<file path="src/rtl/exc_pend_pkg.sv">
package exc_pend_pkg;
    // Fixed architectural vector numbers
    localparam int EXC_HARD   = 3;
    localparam int EXC_DEBUG  = 12;
    localparam int EXC_PENDSV = 14;

    function automatic logic is_sync(input int n);
        return (n >= EXC_HARD) && (n < EXC_PENDSV);
    endfunction
endpackage

</file>
<file path="src/rtl/exc_prio_select.sv">
module exc_prio_select
    import exc_pend_pkg::*;
#(
    parameter int NVEC   = 32,
    parameter int PRIO_W = 3,
    localparam int NUM_W = $clog2(NVEC)
) (
    input  logic [NVEC-1:0]        pend_ns_i,
    input  logic [NVEC-1:0]        pend_s_i,
    input  logic [NVEC-1:0]        en_i,
    input  logic [NVEC*PRIO_W-1:0] prio_ns_i,
    input  logic [NVEC*PRIO_W-1:0] prio_s_i,
    output logic                   valid_o,
    output logic [NUM_W-1:0]       num_o,
    output logic                   secure_o,
    output logic [PRIO_W:0]        prio_o
);
    localparam logic [PRIO_W:0] IDLE = (PRIO_W+1)'(1 << PRIO_W);

    always_comb begin
        valid_o  = 1'b0;
        num_o    = '0;
        secure_o = 1'b0;
        prio_o   = IDLE;
        // Ascending scan with strict compare: lowest number, shared bank first
        for (int k = 0; k < NVEC; k++) begin
            if (pend_ns_i[k] && (en_i[k] || k == EXC_HARD) &&
                ({1'b0, prio_ns_i[k*PRIO_W +: PRIO_W]} < prio_o)) begin
                valid_o  = 1'b1;
                num_o    = NUM_W'(k);
                secure_o = 1'b0;
                prio_o   = {1'b0, prio_ns_i[k*PRIO_W +: PRIO_W]};
            end
            if (pend_s_i[k] && (en_i[k] || k == EXC_HARD) &&
                ({1'b0, prio_s_i[k*PRIO_W +: PRIO_W]} < prio_o)) begin
                valid_o  = 1'b1;
                num_o    = NUM_W'(k);
                secure_o = 1'b1;
                prio_o   = {1'b0, prio_s_i[k*PRIO_W +: PRIO_W]};
            end
        end
    end
endmodule

</file>
<file path="src/rtl/exc_req_decode.sv">
module exc_req_decode
    import exc_pend_pkg::*;
#(
    parameter int              NVEC   = 32,
    parameter int              PRIO_W = 3,
    parameter logic [NVEC-1:0] BANKED = NVEC'(32'h0000_C858),
    localparam int             NUM_W  = $clog2(NVEC)
) (
    input  logic                   req_valid_i,
    input  logic [NUM_W-1:0]       req_num_i,
    input  logic                   req_secure_i,
    input  logic                   req_derived_i,
    input  logic [NVEC-1:0]        en_i,
    input  logic [NVEC*PRIO_W-1:0] prio_ns_i,
    input  logic [NVEC*PRIO_W-1:0] prio_s_i,
    input  logic [PRIO_W:0]        exec_prio_i,
    input  logic [PRIO_W:0]        sel_prio_i,
    output logic                   do_pend_o,
    output logic [NUM_W-1:0]       pend_num_o,
    output logic                   pend_bank_s_o,
    output logic                   pend_en_o,
    output logic [PRIO_W:0]        pend_prio_o,
    output logic                   set_lock_o
);
    int              n;
    logic            bank_s, hard_s, sync;
    logic [PRIO_W:0] rq_prio, hard_prio;

    always_comb begin
        n         = int'(req_num_i);
        bank_s    = req_secure_i && BANKED[req_num_i];
        hard_s    = req_secure_i && BANKED[EXC_HARD];
        rq_prio   = bank_s ? {1'b0, prio_s_i[n*PRIO_W +: PRIO_W]}
                           : {1'b0, prio_ns_i[n*PRIO_W +: PRIO_W]};
        hard_prio = hard_s ? {1'b0, prio_s_i[EXC_HARD*PRIO_W +: PRIO_W]}
                           : {1'b0, prio_ns_i[EXC_HARD*PRIO_W +: PRIO_W]};
        sync      = is_sync(n);

        do_pend_o     = 1'b0;
        pend_num_o    = req_num_i;
        pend_bank_s_o = bank_s;
        pend_prio_o   = rq_prio;
        set_lock_o    = 1'b0;

        if (req_valid_i && n < NVEC) begin
            if (req_derived_i && !sync) begin
                // illegal derived number: dropped
            end else if (req_derived_i && n == EXC_DEBUG && rq_prio >= exec_prio_i) begin
                // low-priority derived debug fault: dropped
            end else if (req_derived_i && n == EXC_HARD && rq_prio >= sel_prio_i) begin
                set_lock_o = 1'b1;
            end else if (sync && n != EXC_HARD && (!en_i[req_num_i] || rq_prio >= exec_prio_i)) begin
                do_pend_o     = 1'b1;
                pend_num_o    = NUM_W'(EXC_HARD);
                pend_bank_s_o = hard_s;
                pend_prio_o   = hard_prio;
            end else begin
                do_pend_o = 1'b1;
            end
        end
        pend_en_o = en_i[pend_num_o] || (int'(pend_num_o) == EXC_HARD);
    end
endmodule

</file>
<file path="src/rtl/exc_pend_ctrl.sv">
module exc_pend_ctrl
    import exc_pend_pkg::*;
#(
    parameter int              NVEC   = 32,
    parameter int              PRIO_W = 3,
    parameter logic [NVEC-1:0] BANKED = NVEC'(32'h0000_C858),
    localparam int             NUM_W  = $clog2(NVEC)
) (
    input  logic                   clk,
    input  logic                   rst_n,
    input  logic [NVEC-1:0]        en_i,
    input  logic [NVEC-1:0]        tgt_secure_i,
    input  logic [NVEC*PRIO_W-1:0] prio_ns_i,
    input  logic [NVEC*PRIO_W-1:0] prio_s_i,
    input  logic [PRIO_W:0]        exec_prio_i,
    input  logic                   req_valid_i,
    input  logic [NUM_W-1:0]       req_num_i,
    input  logic                   req_secure_i,
    input  logic                   req_derived_i,
    input  logic                   ack_i,
    output logic [NVEC-1:0]        pend_ns_o,
    output logic [NVEC-1:0]        pend_s_o,
    output logic [NVEC-1:0]        act_ns_o,
    output logic [NVEC-1:0]        act_s_o,
    output logic                   sel_valid_o,
    output logic [NUM_W-1:0]       sel_num_o,
    output logic                   sel_secure_o,
    output logic [PRIO_W:0]        sel_prio_o,
    output logic                   sel_tgt_secure_o,
    output logic                   preempt_o,
    output logic                   lockup_o
);
    typedef struct packed {
        logic [NVEC-1:0] pend_ns;
        logic [NVEC-1:0] pend_s;
        logic [NVEC-1:0] act_ns;
        logic [NVEC-1:0] act_s;
        logic            preempt;
        logic            lockup;
    } state_t;

    state_t s_d, s_q;

    logic            do_pend, pend_bank_s, pend_en, set_lock;
    logic [NUM_W-1:0] pend_num;
    logic [PRIO_W:0] pend_prio;

    exc_prio_select #(.NVEC(NVEC), .PRIO_W(PRIO_W)) u_sel (
        .pend_ns_i (s_q.pend_ns),
        .pend_s_i  (s_q.pend_s),
        .en_i      (en_i),
        .prio_ns_i (prio_ns_i),
        .prio_s_i  (prio_s_i),
        .valid_o   (sel_valid_o),
        .num_o     (sel_num_o),
        .secure_o  (sel_secure_o),
        .prio_o    (sel_prio_o)
    );

    exc_req_decode #(.NVEC(NVEC), .PRIO_W(PRIO_W), .BANKED(BANKED)) u_dec (
        .req_valid_i   (req_valid_i),
        .req_num_i     (req_num_i),
        .req_secure_i  (req_secure_i),
        .req_derived_i (req_derived_i),
        .en_i          (en_i),
        .prio_ns_i     (prio_ns_i),
        .prio_s_i      (prio_s_i),
        .exec_prio_i   (exec_prio_i),
        .sel_prio_i    (sel_prio_o),
        .do_pend_o     (do_pend),
        .pend_num_o    (pend_num),
        .pend_bank_s_o (pend_bank_s),
        .pend_en_o     (pend_en),
        .pend_prio_o   (pend_prio),
        .set_lock_o    (set_lock)
    );

    always_comb begin
        s_d         = s_q;
        s_d.preempt = 1'b0;
        // Acknowledge first, so a same-cycle pend of that vector survives
        if (ack_i && sel_valid_o) begin
            if (sel_secure_o) begin
                s_d.pend_s[sel_num_o] = 1'b0;
                s_d.act_s[sel_num_o]  = 1'b1;
            end else begin
                s_d.pend_ns[sel_num_o] = 1'b0;
                s_d.act_ns[sel_num_o]  = 1'b1;
            end
        end
        if (do_pend) begin
            if (pend_bank_s) s_d.pend_s[pend_num]  = 1'b1;
            else             s_d.pend_ns[pend_num] = 1'b1;
            s_d.preempt = pend_en && (pend_prio < sel_prio_o);
        end
        if (set_lock) s_d.lockup = 1'b1;
    end

    always_ff @(posedge clk) begin
        if (!rst_n) s_q <= '0;
        else        s_q <= s_d;
    end

    assign pend_ns_o        = s_q.pend_ns;
    assign pend_s_o         = s_q.pend_s;
    assign act_ns_o         = s_q.act_ns;
    assign act_s_o          = s_q.act_s;
    assign preempt_o        = s_q.preempt;
    assign lockup_o         = s_q.lockup;
    assign sel_tgt_secure_o = sel_valid_o &&
                              (sel_secure_o || (!BANKED[sel_num_o] && tgt_secure_i[sel_num_o]));
endmodule

</file>
<file path="config.mk">
export PLATFORM = sky130hd
export DESIGN_NAME = exc_pend_ctrl
export DESIGN_NICKNAME = d
export VERILOG_FILES = /design/src/rtl/exc_pend_pkg.sv /design/src/rtl/exc_prio_select.sv /design/src/rtl/exc_req_decode.sv /design/src/rtl/exc_pend_ctrl.sv
export SDC_FILE = /design/constraint.sdc
export NUM_CORES = 1
export LEC_CHECK = 0
export CORE_AREA = 2 2 278 280
export DETAILED_ROUTE_END_ITERATION = 16
export DIE_AREA = 0 0 280 282
export SLEW_MARGIN = 20
export SYNTH_ARGS = -nofsm -noshare
export SYNTH_HDL_FRONTEND = slang
export SYNTH_SLANG_ARGS = --single-unit
</file>
<file path="constraint.sdc">
create_clock -name clk -period 140.1 [get_ports clk]
set_input_delay 21.015 -clock clk [delete_from_list [all_inputs] [get_ports clk]]
set_output_delay 21.015 -clock clk [all_outputs]
set_load 0.005 [all_outputs]
</file>
Word level (Yosys, flattened, before mapping). Memories as Yosys holds them, arrays and structs flattened. Cells that the tools add are included. Widths: inputs -> output; s select.

Memory bits (writable): 0. Bits of input ports: 271. Memories: 2. Word-level logic and storage cells: 543. Bits in latches: 0. Bits in read-only memories: 64. Output and inout bits: 142. Bits in registers: 130.

Shift operators: 2. Div/mod/pow operators: 0. Multipliers: 1. Equality and inequality tests: 4. Reduce and logical (&&, ||, !) cells: 149. Add/subtract/negate cells: 0. Order comparisons: 73. Bitwise logic cells: 8. Mux-type cells: 298.

Memories: (name not given) (words 32, bits a word 1, rd ports 1, clocked after Yosys merged registers in 0, write ports 0, RTL line exc_req_decode.sv:31) `bank_s = req_secure_i && BANKED[req_num_i];`; (name not given) (words 32, bits a word 1, rd ports 1, clocked after Yosys merged registers in 0, write ports 0, RTL line exc_pend_ctrl.sv:111) `(sel_secure_o || (!BANKED[sel_num_o] && tgt_secure_i[sel_num_o]));`.

Operators with widths (number): $mux 5 (66); $mux 4 (69); $lt 3x4->1 (63); $mux 32 (6); $shiftx 96x32->3 (2); $mux 1 (148); $logic_and 1x1->1 (140); $mux 128 (1); $or 32x32->32 (4); $and 32x32->32 (2); $mux 64 (1); $not 32->32 (1); $lt 5x6->1 const B (3); $bmux 1 s5 (3); $demux 1 s5 (2); $eq 5x3->1 const B (2); $ge 5x1->1 const B (2); $ge 4x4->1 (2); $mul 5x2->7 const B (1); $mux 3 (2); $reduce_and 2->1 (3); $eq 5x5->1 const B (1); $ge 5x2->1 const B (1); $lt 5x4->1 const B (1); other kinds (5) (9).

Longest topological paths before layout.
Depth after elaboration: 204. Gate-level depth with buffers: 490. Mapped depth without buffers: 483.

By module. Synthesis repeated with hierarchy kept, for this count alone.

Cell total of the unflattened synthesis: 2648. Area total of the unflattened synthesis: 19246.0 µm².

Modules (own cells, without submodules): exc_prio_select (sequential area each 0.0 µm², area each 11486.0 µm², cells an instance 1743, instances 1); exc_pend_ctrl (sequential area each 2602.5 µm², area each 5228.8 µm², cells an instance 597, instances 1); exc_req_decode (sequential area each 0.0 µm², area each 2531.2 µm², cells an instance 308, instances 1).

Worst setup path after synthesis. No wires, ideal clock.

Path type: input to output. Start point: in en_i[0]. End point: out sel_tgt_secure_o. Path buffers: 8. Slack: 22.555 ns. Stages on the path: 449. Arrival: 96.530 ns. Data required time: 119.085 ns. Cells stage by stage: and2_1 -> nand2_1 -> ha_1 -> a21o_1 -> a21oi_1 -> a21boi_0 -> a22o_1 -> inv_1 -> ha_1 -> o21ai_0 -> or2_1 -> o311ai_0 -> o21ai_0 -> ha_1 -> nand2_1 -> a311o_1 -> o21ai_1 -> o211ai_2 -> [... 413 more ...] -> ha_1 -> o21ai_0 -> nand2b_1 -> a21oi_1 -> a31oi_4 -> clkbuf_1 -> a21o_1 -> ha_1 -> nand2_1 -> nor2_1 -> nand2_1 -> o2111ai_1 -> nor2_2 -> buf_2 -> nor3_1 -> and2b_1 -> a2111oi_0 -> o31ai_1.

Cells in the longest elaborated chain, start to end: 197. Elaborated cells between the ends (all ways): 388. Classes of those cells: 63 x order compare; 255 x mux; 69 x reduce/logical; 1 x memory.

Ends and longest elaborated chain: start: declaration (RTL line exc_pend_ctrl.sv:11) `input logic [NVEC-1:0] en_i,`; $logic_and 1x1->1 (RTL line exc_prio_select.sv:27) `if (pend_ns_i[k] && (en_i[k] || k == EXC_HARD) &&`; $mux 4 (RTL line exc_prio_select.sv:27); $lt 3x4->1 (RTL line exc_prio_select.sv:35) `({1'b0, prio_s_i[k*PRIO_W +: PRIO_W]} < prio_o)) begin`; $logic_and 1x1->1 (RTL line exc_prio_select.sv:34) `if (pend_s_i[k] && (en_i[k] || k == EXC_HARD) &&`; $mux 4 (RTL line exc_prio_select.sv:34); $lt 3x4->1 (RTL line exc_prio_select.sv:28) `({1'b0, prio_ns_i[k*PRIO_W +: PRIO_W]} < prio_o)) begin`; $logic_and 1x1->1 (RTL line exc_prio_select.sv:27); $mux 4 (RTL line exc_prio_select.sv:27); [... 181 more ...]; $logic_and 1x1->1 (RTL line exc_prio_select.sv:34); $mux 5 (RTL line exc_prio_select.sv:34); $mem_v2 32x1; $mux 1 (implied by the code) (RTL line exc_pend_ctrl.sv:111); $logic_not 1->1 (RTL line exc_pend_ctrl.sv:111); $logic_and 1x1->1 (RTL line exc_pend_ctrl.sv:111); $logic_or 1x1->1 (RTL line exc_pend_ctrl.sv:111); $logic_and 1x1->1 * (RTL line exc_pend_ctrl.sv:110) `assign sel_tgt_secure_o = sel_valid_o &&`; end: declaration (RTL line exc_pend_ctrl.sv:29) `output logic sel_tgt_secure_o,`.

Mark *: on every way between the ends. The rest lies on a longest branch, timed or not. The select of a mux whose other input is x is not followed.

Worst setup path in the final report. Ends and elaborated chain as after synthesis.

==> results.toml <==
[clock_tree]
cts_resized = 0
cts_setup_buffers = 0
clk_path_buf_depth = 2
ctsHtreeMaxLevel = 4
clockRootBuffer = "clkbuf_16"
cts.sinks = 130
cts_buffers = 17
cts_tree = "yes"
clk_pin_slew_worst_paths_ns = 0.06
clk-insertion-delay-late_ns = 0.43
cts_hold_buf = 0

[worst_setup_path]
crit_start = "en_i[0]"
cp.depth = 442
critPathMaxStageDelay_ns = 0.63
path_common_cell = "ha_1"
crit_family = "compound AO/OA/AOI/OAI gates"
cp-start-kind = "input pin"
crit_type = "input pin to primary output"
crit_end = "sel_tgt_secure_o"
r2r_slack_ns = 49.63
end_kind = "primary output"
critPathMaxFanout = 16
r2r-end = "pend_ns_o[16]"
arrival_ns = 109.84
critPathBufInv = 44
worstPathRequired_ns = 119.09
crit_slowest_cell = "clkdlybuf4s50_1"
r2r_cells = 449
rr_startpoint = "pend_ns_o[0]"

[synth]
synth_top_area_share_pct = 13.8
synthDistinctLibCells = 136
yosysSeqAreaShare_pct = 13.8
synthArstFlopShare_pct = 0
synth_seq_cells = 130
synthTopCellsByArea = "dfxtp_1 (14%), nand2_1 (6.0%), mux4_2 (5.9%), a21oi_1 (5.6%), o21ai_0 (5.2%)"
ys_top_cells_by_count = "nand2_1 (301), nor2_1 (226), a21oi_1 (212)"
ys.flop_type = "dfxtp_1"
synth.cell_area_sq_um = 18800
synth_edf_count = 0
ys_warn_count = 0
avgSynthCellArea_sq_um = 7.26
synthesis.nets = 2939
yosysTopAreaCell = "dfxtp_1"
syn_inst = 2590
yosysMostFrequentCell = "nand2_1"

[timing]
fmax_ghz = 0.00764
worst_slack_ns = 9.24
hold_slack_ns = 0.445
slew_violations = 0
finalCritPeriodShare_pct = 93.4
fin_tns_setup_ns = 0
setup_viol = 0
fin_crit_ns = 130.86
rsz0062_at_grt = "false"
finalClockSkew_ns = 0.0167
timing.slew.headroom_pct = 26.9
tightest_slew_ns = 1.09
finalHoldViolations = 0

[power_and_ir_drop]
ir_drop_mv = 0.00825
power_frac_comb_pct = 40.5
swShare_pct = 37.1
internal_power_w = 0.0000878
powerDensity_nw_per_um2 = 5.68
p_seq_share_pct = 26.8
clkPwrFrac_pct = 32.7
power_switching_w = 0.0000518
fin_total_pwr_w = 0.000140
cellLeakagePower_nw = 8.85

[floorplanning]
initial_utilization_pct = 24.8
coreArea_sq_um = 75700
io_pins = 413
die-area_sq_um = 79000
die_h_microns = 282
rows = 101
die_w_microns = 280

[global_route]
grt_max_degree = 71
grt_pass1_wl_microns = 135000
grt_pass1_vias = 21447
antenna_found_initial = 3
grt.total_usage_pct = 22.3
overflow = 0

[placement]
gp_congestion = 0.962
io_buffers = 412
dp_slack_ns = 9.80
dpl.hpwl_microns = 74500
numPlacedInstances = 3926

[drt]
drc = 0
drt_wl_total_microns = 91600
vias = 22426
ant_nets = 0
dr.pass1.iters = 6
drt_iter0_drc = 1890
vias_per_cell = 5.66
wl_per_cell_microns = 23.1

[status]
status = "completed"

[job]
max_cap_violations = 0

[final_layout]
final_cells = 3960
fillers = 8030
drive_above_1_share_pct = 8.19
fin_nets = 3316
areaGrowthSynthToFinish_pct = 30.5

[worst_hold_path]
hp-class = "register to register"
whs_path_depth = 2
[per-stage QoR]
stage               util (%)  cell area, sq um
floorplan                  -             18800
global placement        31.6             23900
detailed placement      31.6             23900
CTS                     32.4             24500
global route            32.4             24500
finish                  32.4             24500
[layout by cell type, fill, tap and decap left out, drive strengths merged, types with 22 or more instances in the layout]
cell type / netlist / layout
clkdlybuf4s50: 0 / 409
nand2: 302 / 302
nor2: 227 / 227
o21ai: 224 / 224
a21oi: 217 / 217
inv: 152 / 152
dfxtp: 130 / 130
nand3: 101 / 101
ha: 78 / 78
mux2i: 59 / 59
nand2b: 57 / 57
nor2b: 54 / 54
o21a: 50 / 50
and2: 50 / 50
mux4: 49 / 49
a21o: 45 / 45
a211oi: 45 / 45
nor3: 44 / 44
a31oi: 38 / 38
and3: 36 / 36
a21boi: 36 / 36
mux2: 31 / 31
a32o: 28 / 28
o211ai: 27 / 27
or3: 25 / 25
o22ai: 25 / 25
or2: 24 / 24
o31ai: 22 / 22
[worst min path at each step]
stage | startpoint | slack [ns] | to
3_5_place_dp | act_ns_o[20] | 0.44 | act_ns_o[20]
4_1_cts | act_ns_o[20] | 0.45 | act_ns_o[20]
6_report | act_ns_o[20] | 0.44 | act_ns_o[20]
3_3_place_gp | act_ns_o[20] | 0.43 | act_ns_o[20]
5_1_grt | act_ns_o[22] | 0.48 | act_ns_o[22]
2_1_floorplan | act_ns_o[0] | 0.44 | act_ns_o[0]
[registers in the layout, indices dropped and copies added, names as in the netlist]
register,flops
act_ns_o,32
preempt_o,1
act_s_o,32
pend_s_o,32
pend_ns_o,32
lockup_o,1
[worst reg2reg max path: cells and delay by family, from the launching register on]
| kind | cells | cell delay [ns] |
|---|---|---|
| AO/OA/AOI/OAI | 181 | 39.33 |
| adder cells (fa/ha/maj) | 64 | 16.28 |
| AND/OR/NAND/NOR | 131 | 22.60 |
| buffers and inverters | 44 | 3.21 |
| flip-flops | 1 | 0.60 |
| multiplexers | 29 | 8.23 |
[area by class of cell]
cell class / instances / area, sq um / area share [%]
Sequential cell: 130 / 2600 / 10.6
Multi-Input combinational cell: 2236 / 15300 / 62.5
Antenna cell: 3 / 7.51 / 0.0306
Clock buffer: 21 / 450 / 1.83
Clock inverter: 10 / 111 / 0.454
Timing Repair Buffer: 430 / 4250 / 17.3
Inverter: 152 / 571 / 2.32
Tap cell: 978 / 1220 / 4.98
[per-layer routing]
metal,track usage (%),part of all wire [%],up-vias
met5,0,0.014,-
met4,7.65,3.6,2
met3,3.79,6.3,176
met2,36.3,45,958
met1,29.6,45,10624
li1,-,-,10666
[power groups by stage]
stage	clock (W)	combinational [W]	sequential, W
CTS	0.0000463	0.0000561	0.0000375
global route	0.0000479	0.0000615	0.0000375
floorplan	0	0.0000311	0.0000381
global placement	0	0.0000560	0.0000383
detailed placement	0	0.0000556	0.0000383
finish	0.0000456	0.0000565	0.0000374
[kinds of logic (layout without fill, tap and decap cells)]
kind of cell	count (synthesis)	after routing	synth area share [%]
buf+inv	224	613	4.95
compound gates	986	986	37.1
flops	130	130	13.8
other cells	0	3	0
simple gates	1016	1016	27.1
fa+ha+maj	95	95	6.10
mux	139	139	10.9
Power figures use the tool's default switching activity.
